===== config.mk =====
export PLATFORM = sky130hd
export DESIGN_NAME = tap_train_ctrl
export DESIGN_NICKNAME = d
export VERILOG_FILES = /design/src/rtl/tap_train_pkg.sv /design/src/rtl/tap_sweep_fsm.sv /design/src/rtl/eye_window_track.sv /design/src/rtl/eye_best_keep.sv /design/src/rtl/tap_train_ctrl.sv
export SDC_FILE = /design/constraint.sdc
export NUM_CORES = 1
export LEC_CHECK = 0
export CAP_MARGIN = 15
export CORE_MARGIN = 10
export CORE_UTILIZATION = 25
export DETAILED_ROUTE_END_ITERATION = 16
export SETUP_SLACK_MARGIN = 0.1
export SLEW_MARGIN = 10
export SYNTH_ARGS = -nofsm -noshare
export SYNTH_HDL_FRONTEND = slang
export SYNTH_HIERARCHICAL = 1
export SYNTH_SLANG_ARGS = --single-unit
export TNS_END_PERCENT = 20

===== constraint.sdc =====
create_clock -name clk -period 3.9 [get_ports clk]
set_input_delay 0.585 -clock clk [delete_from_list [all_inputs] [get_ports clk]]
set_output_delay 0.585 -clock clk [all_outputs]
set_load 0.005 [all_outputs]

===== src/rtl/tap_train_pkg.sv =====
package tap_train_pkg;
  typedef enum logic [2:0] {
    ST_IDLE   = 3'd0,
    ST_LOAD   = 3'd1,
    ST_SETTLE = 3'd2,
    ST_SAMPLE = 3'd3,
    ST_APPLY  = 3'd4
  } sweep_st_t;
endpackage


===== src/rtl/tap_sweep_fsm.sv =====
module tap_sweep_fsm
  import tap_train_pkg::*;
#(
  parameter int TAP_W       = 5,
  parameter int CODE_W      = 3,
  parameter int SETTLE_CNT  = 2,
  parameter int TIMEOUT_CYC = 64
) (
  input  logic              clk,
  input  logic              rst_n,
  input  logic              train_req,
  input  logic              res_vld,
  input  logic              res_lock,
  input  logic [CODE_W-1:0] res_code,
  output sweep_st_t         st,
  output logic [TAP_W-1:0]  tap_cnt,
  output logic              sweep_clr,
  output logic              smp_vld,
  output logic              smp_lock,
  output logic [CODE_W-1:0] smp_code,
  output logic              smp_last
);
  localparam int SET_W    = (SETTLE_CNT > 1) ? $clog2(SETTLE_CNT) : 1;
  localparam int SET_LAST = (SETTLE_CNT > 0) ? SETTLE_CNT - 1 : 0;
  localparam int TMR_W    = (TIMEOUT_CYC > 2) ? $clog2(TIMEOUT_CYC) : 1;
  localparam logic [TAP_W-1:0] TAP_LAST = '1;

  sweep_st_t          st_q, st_d;
  logic [TAP_W-1:0]   tap_q, tap_d;
  logic [SET_W-1:0]   set_q, set_d;
  logic [TMR_W-1:0]   tmr_q, tmr_d;
  logic               timeout;

  always_comb begin
    st_d     = st_q;
    tap_d    = tap_q;
    set_d    = set_q;
    tmr_d    = tmr_q;
    smp_vld  = 1'b0;
    smp_lock = 1'b0;
    timeout  = (tmr_q == TMR_W'(TIMEOUT_CYC - 1)) && !res_vld;
    unique case (st_q)
      ST_IDLE: begin
        if (train_req) begin
          st_d  = ST_LOAD;
          tap_d = '0;
        end
      end
      ST_LOAD: begin
        set_d = '0;
        tmr_d = '0;
        st_d  = (SETTLE_CNT == 0) ? ST_SAMPLE : ST_SETTLE;
      end
      ST_SETTLE: begin
        if (res_vld) begin
          tmr_d = '0;
          if (set_q == SET_W'(SET_LAST)) st_d = ST_SAMPLE;
          else                           set_d = set_q + 1'b1;
        end else if (timeout) begin
          smp_vld = 1'b1;
        end else begin
          tmr_d = tmr_q + 1'b1;
        end
      end
      ST_SAMPLE: begin
        if (res_vld || timeout) begin
          smp_vld  = 1'b1;
          smp_lock = res_vld && res_lock;
        end else begin
          tmr_d = tmr_q + 1'b1;
        end
      end
      ST_APPLY: st_d = ST_IDLE;
      default:  st_d = ST_IDLE;
    endcase
    if (smp_vld) begin
      if (tap_q == TAP_LAST) begin
        st_d = ST_APPLY;
      end else begin
        tap_d = tap_q + 1'b1;
        st_d  = ST_LOAD;
      end
    end
  end

  always_ff @(posedge clk or negedge rst_n) begin
    if (!rst_n) begin
      st_q  <= ST_IDLE;
      tap_q <= '0;
      set_q <= '0;
      tmr_q <= '0;
    end else begin
      st_q  <= st_d;
      tap_q <= tap_d;
      set_q <= set_d;
      tmr_q <= tmr_d;
    end
  end

  assign st        = st_q;
  assign tap_cnt   = tap_q;
  assign sweep_clr = (st_q == ST_IDLE) && train_req;
  assign smp_code  = res_code;
  assign smp_last  = smp_vld && (tap_q == TAP_LAST);
endmodule


===== src/rtl/eye_window_track.sv =====
module eye_window_track #(
  parameter int TAP_W  = 5,
  parameter int CODE_W = 3
) (
  input  logic              clk,
  input  logic              rst_n,
  input  logic              clr,
  input  logic              smp_vld,
  input  logic              smp_lock,
  input  logic [CODE_W-1:0] smp_code,
  input  logic [TAP_W-1:0]  smp_tap,
  input  logic              smp_last,
  output logic              rpt_vld,
  output logic [TAP_W-1:0]  rpt_lo,
  output logic [TAP_W-1:0]  rpt_hi
);
  logic              prv_lock_q, prv_lock_d;
  logic [CODE_W-1:0] prv_code_q, prv_code_d;
  logic [TAP_W-1:0]  lo_q, lo_d, hi_q, hi_d;

  always_comb begin
    prv_lock_d = prv_lock_q;
    prv_code_d = prv_code_q;
    lo_d       = lo_q;
    hi_d       = hi_q;
    rpt_vld    = 1'b0;
    rpt_lo     = lo_q;
    rpt_hi     = hi_q;
    if (smp_vld) begin
      prv_lock_d = smp_lock;
      prv_code_d = smp_code;
      if (prv_lock_q) begin
        if (smp_lock && (smp_code == prv_code_q)) begin
          hi_d = smp_tap;
          if (smp_last) begin
            rpt_vld = 1'b1;
            rpt_hi  = smp_tap;
          end
        end else if (smp_lock) begin
          rpt_vld = 1'b1;
          lo_d    = smp_tap;
          hi_d    = smp_tap;
        end else begin
          rpt_vld = 1'b1;
        end
      end else if (smp_lock) begin
        lo_d = smp_tap;
        hi_d = smp_tap;
      end
    end
  end

  always_ff @(posedge clk or negedge rst_n) begin
    if (!rst_n) begin
      prv_lock_q <= 1'b0;
      prv_code_q <= '0;
      lo_q       <= '0;
      hi_q       <= '0;
    end else if (clr) begin
      prv_lock_q <= 1'b0;
      prv_code_q <= '0;
      lo_q       <= '0;
      hi_q       <= '0;
    end else begin
      prv_lock_q <= prv_lock_d;
      prv_code_q <= prv_code_d;
      lo_q       <= lo_d;
      hi_q       <= hi_d;
    end
  end
endmodule


===== src/rtl/eye_best_keep.sv =====
module eye_best_keep #(
  parameter int TAP_W = 5
) (
  input  logic             clk,
  input  logic             rst_n,
  input  logic             clr,
  input  logic             rpt_vld,
  input  logic [TAP_W-1:0] rpt_lo,
  input  logic [TAP_W-1:0] rpt_hi,
  output logic [TAP_W-1:0] best_lo,
  output logic [TAP_W-1:0] best_hi,
  output logic [TAP_W-1:0] best_mid,
  output logic             found
);
  localparam int SUM_W = TAP_W + 1;

  logic [TAP_W-1:0] lo_q, hi_q, rpt_w, best_w;
  logic [SUM_W-1:0] sum_q;
  logic             fnd_q, take;

  always_comb begin
    rpt_w  = rpt_hi - rpt_lo;
    best_w = hi_q - lo_q;
    take   = rpt_vld && (rpt_w > best_w);
  end

  always_ff @(posedge clk or negedge rst_n) begin
    if (!rst_n) begin
      lo_q  <= '0;
      hi_q  <= '0;
      sum_q <= '0;
      fnd_q <= 1'b0;
    end else if (clr) begin
      lo_q  <= '0;
      hi_q  <= '0;
      sum_q <= '0;
      fnd_q <= 1'b0;
    end else if (take) begin
      lo_q  <= rpt_lo;
      hi_q  <= rpt_hi;
      sum_q <= {1'b0, rpt_hi} + {1'b0, rpt_lo};
      fnd_q <= 1'b1;
    end
  end

  assign best_lo  = lo_q;
  assign best_hi  = hi_q;
  assign best_mid = sum_q[SUM_W-1:1];
  assign found    = fnd_q;
endmodule


===== src/rtl/tap_train_ctrl.sv =====
module tap_train_ctrl
  import tap_train_pkg::*;
#(
  parameter int TAP_W       = 5,
  parameter int CODE_W      = 3,
  parameter int SETTLE_CNT  = 2,
  parameter int TIMEOUT_CYC = 64
) (
  input  logic              clk,
  input  logic              rst_n,
  input  logic              train_req,
  input  logic              res_vld,
  input  logic              res_lock,
  input  logic [CODE_W-1:0] res_code,
  output logic [TAP_W-1:0]  tap_val,
  output logic              tap_ld,
  output logic              done,
  output logic              fail,
  output logic [TAP_W-1:0]  win_lo,
  output logic [TAP_W-1:0]  win_hi
);
  sweep_st_t         st;
  logic [TAP_W-1:0]  tap_cnt, rpt_lo, rpt_hi, best_mid;
  logic [CODE_W-1:0] smp_code;
  logic              sweep_clr, smp_vld, smp_lock, smp_last, rpt_vld, found;
  logic              done_q, done_d, fail_q, fail_d;

  tap_sweep_fsm #(
    .TAP_W(TAP_W), .CODE_W(CODE_W), .SETTLE_CNT(SETTLE_CNT), .TIMEOUT_CYC(TIMEOUT_CYC)
  ) u_fsm (
    .clk(clk), .rst_n(rst_n), .train_req(train_req),
    .res_vld(res_vld), .res_lock(res_lock), .res_code(res_code),
    .st(st), .tap_cnt(tap_cnt), .sweep_clr(sweep_clr),
    .smp_vld(smp_vld), .smp_lock(smp_lock), .smp_code(smp_code), .smp_last(smp_last)
  );

  eye_window_track #(.TAP_W(TAP_W), .CODE_W(CODE_W)) u_trk (
    .clk(clk), .rst_n(rst_n), .clr(sweep_clr),
    .smp_vld(smp_vld), .smp_lock(smp_lock), .smp_code(smp_code),
    .smp_tap(tap_cnt), .smp_last(smp_last),
    .rpt_vld(rpt_vld), .rpt_lo(rpt_lo), .rpt_hi(rpt_hi)
  );

  eye_best_keep #(.TAP_W(TAP_W)) u_best (
    .clk(clk), .rst_n(rst_n), .clr(sweep_clr),
    .rpt_vld(rpt_vld), .rpt_lo(rpt_lo), .rpt_hi(rpt_hi),
    .best_lo(win_lo), .best_hi(win_hi), .best_mid(best_mid), .found(found)
  );

  always_comb begin
    done_d = done_q;
    fail_d = fail_q;
    if (sweep_clr) begin
      done_d = 1'b0;
      fail_d = 1'b0;
    end else if (st == ST_APPLY) begin
      done_d = found;
      fail_d = !found;
    end
  end

  always_ff @(posedge clk or negedge rst_n) begin
    if (!rst_n) begin
      done_q <= 1'b0;
      fail_q <= 1'b0;
    end else begin
      done_q <= done_d;
      fail_q <= fail_d;
    end
  end

  assign tap_ld  = (st == ST_LOAD) || (st == ST_APPLY);
  assign tap_val = (st == ST_APPLY) ? (found ? best_mid : '0) : tap_cnt;
  assign done    = done_q;
  assign fail    = fail_q;
endmodule


# ---- Yosys cells after proc, flatten, opt, wreduce, memory -nomap -nowiden
# Cells that the tools add are included.
dict set report totals {
  ff_bits 48
  in_bits 8
  out_inout_bits 18
  wordCells 115
}
dict set report op_classes {
  n_addsub 6
  n_lt_le_gt_ge 1
  n_eq_ne 15
  mux 59
  n_reduce_logical 20
}
# cell count
set op_table {}
lappend op_table {{5-bit 2-to-1 mux} 24}
lappend op_table {{6-bit 2-to-1 mux} 5}
lappend op_table {{3-bit 2-to-1 mux} 7}
lappend op_table {{1-bit 2-to-1 mux} 19}
lappend op_table {{6-bit case mux with 3 select lines} 1}
lappend op_table {{3-bit case mux with 4 select lines} 1}
lappend op_table {{5-bit subtractor} 2}
lappend op_table {{2-bit nonzero test} 4}
lappend op_table {{5-bit by 5-bit adder with 6-bit output} 1}
lappend op_table {{6-bit by 1-bit adder with 6-bit output, second input constant} 1}
lappend op_table {{3-bit by 2-bit == test with 1-bit output, second input constant} 2}
lappend op_table {{6-bit == test, second input constant} 1}
lappend op_table {{1-bit logical AND} 6}
lappend op_table {{3-bit by 2-bit inequality test with 1-bit output, second input constant} 2}
lappend op_table {{3-bit inequality test, second input constant} 2}
lappend op_table {{5-bit by 1-bit adder with 5-bit output, second input constant} 1}
lappend op_table {{5-bit == test, second input constant} 1}
lappend op_table {{5-bit > comparator} 1}
lappend op_table {{2-bit inequality test, second input constant} 2}
lappend op_table {{1-bit case mux with 2 select lines} 2}
lappend op_table {{2-bit AND reduction} 2}
lappend op_table {{4-bit AND reduction} 1}
lappend op_table {{3-bit by 1-bit == test with 1-bit output, second input constant} 1}
lappend op_table {{3-bit == test} 1}
lappend op_table {{other kinds (9)} 11}

# ---- Depth between registers and ports, before layout
dict set report depth {
  ltp_word 15
  mapped_depth 21
  depth_no_buf 20
}

# ---- Modules after synthesis
# The synthesis kept the hierarchy.
# mod instances cells_each area_each_um2 seq_area_each_um2
set modules_own_cells {}
lappend modules_own_cells {eye_best_keep 1 116 1272.5 400.4}
lappend modules_own_cells {tap_sweep_fsm 1 91 853.3 375.4}
lappend modules_own_cells {eye_window_track 1 73 719.4 350.3}
lappend modules_own_cells {tap_train_ctrl 1 27 221.5 50.0}

# ---- Least setup slack after synthesis
# No wires, ideal clock.
dict set report synth_timing {
  kind {flip-flop to flip-flop}
  start {register u_fsm.tmr_q[0]}
  end {register u_best.lo_q[1] (netlist: u_best/best_lo[1])}
  setup_time_ps 121
  arrival_time_ps 4170
  required_ps 3779
  slack_ps -391
  stages_incl_launch_ff 21
  n_path_buf 2
  period_less_slack_ps 4291
  path_cell_list {dfrtp_1 -> ha_1 -> nand3_2 -> o31a_1 -> nor2_1 -> buf_2 -> nand3_1 -> nor3_4 -> mux2_2 -> inv_1 -> ha_1 -> inv_1 -> fa_1 -> a21o_1 -> a21oi_1 -> xor2_1 -> ha_1 -> a21o_2 -> o2111a_2 -> buf_6 -> a22o_1}
}
dict set report synth_via {
  elab_chain_len 14
  word_cells_on_any_way 23
  cone_classes {1 x add/sub; 1 x order compare; 1 x eq/ne; 14 x mux; 6 x reduce/logical}
}
# element line_no
set synth_rtl {}
lappend synth_rtl {{start, declared} tap_sweep_fsm.sv:31} ;# logic [TMR_W-1:0] tmr_q, tmr_d;
lappend synth_rtl {{start signal, assigned} tap_sweep_fsm.sv:96} ;# tmr_q <= tmr_d;
lappend synth_rtl {{6-bit == test (*)} tap_sweep_fsm.sv:41} ;# timeout = (tmr_q == TMR_W'(TIMEOUT_CYC - 1)) && !res_vld;
lappend synth_rtl {{1-bit logical AND (*)} tap_sweep_fsm.sv:41}
lappend synth_rtl {{1-bit 2-to-1 mux / 1-bit logical OR (equally long branches)} {tap_sweep_fsm.sv:59, tap_sweep_fsm.sv:66}}
lappend synth_rtl {{1-bit 2-to-1 mux, on equally long branches} {tap_sweep_fsm.sv:55, tap_sweep_fsm.sv:66}}
lappend synth_rtl {{1-bit case mux with 2 select lines (*)} tap_sweep_fsm.sv:42} ;# unique case (st_q)
lappend synth_rtl {{named net smp_vld} tap_train_ctrl.sv:25} ;# logic sweep_clr, smp_vld, smp_lock, smp_last, rpt_vld, found;
lappend synth_rtl {{1-bit logical AND} tap_sweep_fsm.sv:104} ;# assign smp_last = smp_vld && (tap_q == TAP_LAST);
lappend synth_rtl {{5-bit 2-to-1 mux} eye_window_track.sv:35} ;# if (smp_last) begin
lappend synth_rtl {{5-bit 2-to-1 mux} eye_window_track.sv:33} ;# if (smp_lock && (smp_code == prv_code_q)) begin
lappend synth_rtl {{5-bit 2-to-1 mux} eye_window_track.sv:32} ;# if (prv_lock_q) begin
lappend synth_rtl {{5-bit 2-to-1 mux (*)} eye_window_track.sv:29} ;# if (smp_vld) begin
lappend synth_rtl {{named net rpt_hi[0]} tap_train_ctrl.sv:23} ;# logic [TAP_W-1:0] tap_cnt, rpt_lo, rpt_hi, best_mid;
lappend synth_rtl {{5-bit subtractor (*)} eye_best_keep.sv:22} ;# rpt_w = rpt_hi - rpt_lo;
lappend synth_rtl {{5-bit > comparator (*)} eye_best_keep.sv:24} ;# take = rpt_vld && (rpt_w > best_w);
lappend synth_rtl {{1-bit logical AND (*)} eye_best_keep.sv:24}
lappend synth_rtl {{2-bit nonzero test (no line) (*)} n/a}
lappend synth_rtl {{end signal, assigned} eye_best_keep.sv:39} ;# lo_q <= rpt_lo;
lappend synth_rtl {{end, declared} eye_best_keep.sv:17} ;# logic [TAP_W-1:0] lo_q, hi_q, rpt_w, best_w;
# The timed path passes the listed nets; every way through them passes the cells marked *.
# A chain may end at the register's enable or synchronous reset.

# ---- Final worst setup path
dict set report layout_timing {
  start {register u_fsm.tmr_q[0]}
  end {register u_best.hi_q[3] (netlist: u_best/best_hi[3])}
}
dict set report layout_via {
  elab_chain_len 14
  word_cells_on_any_way 25
  cone_classes {1 x add/sub; 1 x order compare; 1 x eq/ne; 16 x mux; 6 x reduce/logical}
}
# element line_no
set layout_rtl {}
lappend layout_rtl {{6-bit == test (*)} tap_sweep_fsm.sv:41}
lappend layout_rtl {{1-bit logical AND (*)} tap_sweep_fsm.sv:41}
lappend layout_rtl {{1-bit 2-to-1 mux / 1-bit logical OR (equally long branches)} {tap_sweep_fsm.sv:59, tap_sweep_fsm.sv:66}}
lappend layout_rtl {{1-bit 2-to-1 mux, on equally long branches} {tap_sweep_fsm.sv:55, tap_sweep_fsm.sv:66}}
lappend layout_rtl {{1-bit case mux with 2 select lines (*)} tap_sweep_fsm.sv:42}
lappend layout_rtl {{named net smp_vld} tap_train_ctrl.sv:25}
lappend layout_rtl {{1-bit logical AND (*)} tap_sweep_fsm.sv:104}
lappend layout_rtl {{named net smp_last} tap_train_ctrl.sv:25}
lappend layout_rtl {{5-bit 2-to-1 mux (*)} eye_window_track.sv:35}
lappend layout_rtl {{5-bit 2-to-1 mux (*)} eye_window_track.sv:33}
lappend layout_rtl {{5-bit 2-to-1 mux (*)} eye_window_track.sv:32}
lappend layout_rtl {{5-bit 2-to-1 mux (*)} eye_window_track.sv:29}
lappend layout_rtl {{named net rpt_hi[0]} tap_train_ctrl.sv:23}
lappend layout_rtl {{5-bit subtractor (*)} eye_best_keep.sv:22}
lappend layout_rtl {{5-bit > comparator (*)} eye_best_keep.sv:24}
lappend layout_rtl {{1-bit logical AND (*)} eye_best_keep.sv:24}
lappend layout_rtl {{2-bit nonzero test (no line) (*)} n/a}
lappend layout_rtl {{end signal, assigned} eye_best_keep.sv:40} ;# hi_q <= rpt_hi;
lappend layout_rtl {{end, declared} eye_best_keep.sv:17}
# The timed path passes the listed nets; every way through them passes the cells marked *. The select of a mux whose other input is x is not followed.

==> impl_metrics.json <==
{
  "slew_viol_final": 0,
  "critical_path_buf_inv_count": 4,
  "grt_usage": 0.0901,
  "path_cells": "ha_4, nand3_4, o31a_1, nor2_2, and2_4, nand3_4, nor3_4, mux2_4, inv_2, ha_4, inv_2, fa_2, a21o_1, a21oi_2, xor2_1, ha_1, and2_4, a31oi_4, o31ai_4, buf_6, buf_16, a22o_1",
  "rr_worst_depth": 22,
  "synth_edf_count": 0,
  "synth_area_per_cell_um2": 9.99,
  "hold_path_class": "primary input to asynchronous set/reset pin",
  "dieArea_um2": 17100,
  "final.fill_count": 1252,
  "ys_warn_count": 6,
  "synthMuxAreaShare": 0.0698,
  "crit_fanout": 6,
  "fp.coreArea_um2": 12000,
  "avgRoutedWirePerCell_um": 14.1,
  "grt_first_pass_wirelength_um": 12600,
  "violations": "negative setup slack",
  "rr_startpoint": "u_fsm/tmr_q[0]",
  "synth_top_family_by_area": "compound AO/OA/AOI/OAI gates",
  "layout.nets": 410,
  "antenna_found_initial": 0,
  "synth_nets": 339,
  "cts_htree_levels": 2,
  "slowest_stage": "dfrtp_1",
  "r2r_slack_ns": -0.32,
  "drv_cap": 0,
  "row_count": 40,
  "ys_seq_area_frac": 0.384,
  "start_kind": "flop",
  "ys.flop_type": "dfrtp_1",
  "rsz0062_at_grt": "yes",
  "worst_pin_slew_ns": 0.703,
  "cts.clk_slew.worst_paths_ns": 0.06,
  "async_flop_share": 1.00,
  "synthXorXnorAreaFrac": 0.0457,
  "ys_ff_latch": 47,
  "slowest_delay_ns": 0.40,
  "power_density_nw_per_um2": 432,
  "insertion_delay_ns": 0.29,
  "synth_area_um2": 3070,
  "hold_buffers": 0,
  "max_freq_ghz": 0.237,
  "fin_skew_ns": 0.00852,
  "routabilityCongestion": 0.795,
  "cts.sinks": 47,
  "ir_worst_vdd_mv": 0.208,
  "path_class": "flop to flop",
  "drtIter0Drc": 117,
  "die_h_um": 131,
  "totalWireLength_um": 7420,
  "vias_per_cell": 4.62,
  "ant_nets": 0,
  "leakage_uw": 0.00180,
  "numCtsBuffers": 5,
  "die_x_um": 131,
  "grt_max_degree": 48,
  "grt_pass1_vias": 2601,
  "synth_fa_ha_area_frac": 0.105,
  "io_pins": 26,
  "critPathRequiredTime_ns": 4.07,
  "worst_hold_slack_ns": 0.390,
  "slew-limit-headroom": 0.530,
  "finalCriticalPeriod_ns": 4.22,
  "worstPathArrival_ns": 4.39,
  "drive_above_1_share": 0.249,
  "setup_viol": 16,
  "finalCritPeriodShare": 1.08,
  "port_buffers": 25,
  "totalPowerFinal_uw": 1750,
  "cts_tree": "built",
  "layout_setup_ws_ns": -0.319,
  "grt_overflow": 0,
  "yosys.area_share.simple": 0.160,
  "firstDrtPassIters": 4,
  "worstSetupEndpointType": "flop",
  "diodes": 0,
  "place_hpwl_um": 5690,
  "outcome": "finished with violations",
  "hold_viol_final": 0,
  "area_growth_pct": 32.2,
  "synth_compound_area_frac": 0.177,
  "clk_path_buf_depth": 2,
  "timing.rr.end": "u_best/best_hi[3]",
  "remaining_drc_errors": 0,
  "cts_root_buf": "clkbuf_16",
  "synth_cell_types": 63,
  "netlist_instances": 307,
  "start_util": 0.255,
  "route.vias.total": 2425,
  "crit_family": "compound AO/OA/AOI/OAI gates"
}
## cells in the final DEF (no fill, tap or decap), types with 12 or more instances in the layout
| master | instances |
|---|---|
| dfrtp_1 | 47 |
| a21oi_1 | 16 |
| ha_1 | 19 |
| buf_4 | 47 |
| clkdlybuf4s50_1 | 23 |
| inv_1 | 23 |
| nand2_1 | 32 |
| nor2_1 | 18 |
| o21ai_0 | 13 |
| a22o_1 | 12 |
| mux2i_1 | 12 |
## registers in the layout, summed over array words and instances (netlist names)
register / cells
u_fsm/st: 3
u_fsm/tmr_q: 6
done: 1
u_trk/prv_lock_q: 1
u_best/sum_q: 5
u_best/found: 1
u_trk/rpt_lo: 5
fail: 1
u_fsm/tap_cnt: 5
u_trk/hi_q: 5
u_fsm/set_q: 1
u_trk/prv_code_q: 3
u_best/best_hi: 5
u_best/best_lo: 5
## routing by layer
layer  routed length, um  track usage  vias up
li1                    -            -     1218
met1                3420        0.112     1168
met2                3710        0.158       33
met3                 235       0.0189        6
met4                  54       0.0170        0
met5                   0            0        -
## final cells by class
| class | instances | area (um^2) | share of cell area |
|---|---|---|---|
| multi-input cells | 223 | 1800 | 0.443 |
| flip-flops and latches | 47 | 1180 | 0.290 |
| repair buffers | 74 | 636 | 0.157 |
| well taps | 147 | 184 | 0.0454 |
| clock buffers | 6 | 129 | 0.0318 |
| inverters | 27 | 101 | 0.0250 |
| clock inverters | 1 | 30.0 | 0.00741 |
## timing repair
action | CTS | global route
setup endpoints to repair | 16 | 16
resized for setup | 7 | 5
gates cloned | 1 | 1
setup buffers | 5 | 2
pin swaps | 23 | 0
## stage by stage
step           cell area, um^2  setup TNS, ns  worst slack (ns)   util  std cells
6_report                  4050          -4.35            -0.319  0.337        525
5_1_grt                   4050          -7.50            -0.517  0.337        525
4_1_cts                   4020          -4.17            -0.306  0.334        523
3_5_place_dp              3760         -11.08            -0.735  0.313        510
3_3_place_gp              3760          -9.80            -0.635  0.313        510
2_1_floorplan             3100          -4.01            -0.314      -        307
## logic make-up after synthesis
| logic type | after synthesis |
|---|---|
| and+or+nand+nor | 90 |
| AOI/OAI and AO/OA | 72 |
| DFF | 47 |
| buffers and inverters | 38 |
| adders and majority gates | 24 |
| muxes | 20 |
| xor gates and xnor gates | 16 |
## worst max-delay path by stage
stage | from | endpoint | slack [ns] | depth (start not counted)
2_1_floorplan | u_fsm/tmr_q[0] | u_best/best_lo[0] | -0.31 | 20
3_3_place_gp | res_vld | u_best/best_lo[3] | -0.64 | 18
3_5_place_dp | res_vld | u_best/best_hi[4] | -0.73 | 18
4_1_cts | u_fsm/tmr_q[1] | u_best/best_hi[4] | -0.31 | 21
5_1_grt | u_fsm/tmr_q[0] | u_best/sum_q[2] | -0.52 | 22
6_report | u_fsm/tmr_q[0] | u_best/best_hi[3] | -0.32 | 22
## synthesized netlist by cell type (5+ instances only)
library cell / count / area (um^2)
a21oi_1: 17 / 85.1
a22o_1: 12 / 105
dfrtp_1: 47 / 1180
ha_1: 21 / 263
inv_1: 25 / 93.8
mux2_2: 7 / 78.8
mux2i_1: 12 / 120
nand2_1: 32 / 120
nand2b_1: 7 / 43.8
nand3b_1: 5 / 37.5
nor2_1: 19 / 71.3
o21ai_0: 13 / 65.1
xnor2_1: 10 / 87.6
xor2_1: 6 / 52.6
## where the power goes
| group | switching, uW | leakage [uW] | internal [uW] | total, uW |
|---|---|---|---|---|
| Combinational | 361 | 0.00108 | 329 | 690 |
| Sequential | 40.8 | 0.000643 | 542 | 583 |
| Clock | 176 | 0.0000769 | 299 | 475 |
## worst reg2reg max path, stage by stage, from the launching register on
cell,delay (ns)
dfrtp_1,0.40
ha_4,0.17
nand3_4,0.07
o31a_1,0.33
nor2_2,0.11
and2_4,0.17
nand3_4,0.08
nor3_4,0.20
mux2_4,0.34
inv_2,0.07
ha_4,0.12
inv_2,0.04
fa_2,0.33
a21o_1,0.20
a21oi_2,0.12
xor2_1,0.16
ha_1,0.28
and2_4,0.19
a31oi_4,0.20
o31ai_4,0.10
buf_6,0.14
buf_16,0.12
a22o_1,0.19
Note: power is estimated with default switching activity, not from simulation.
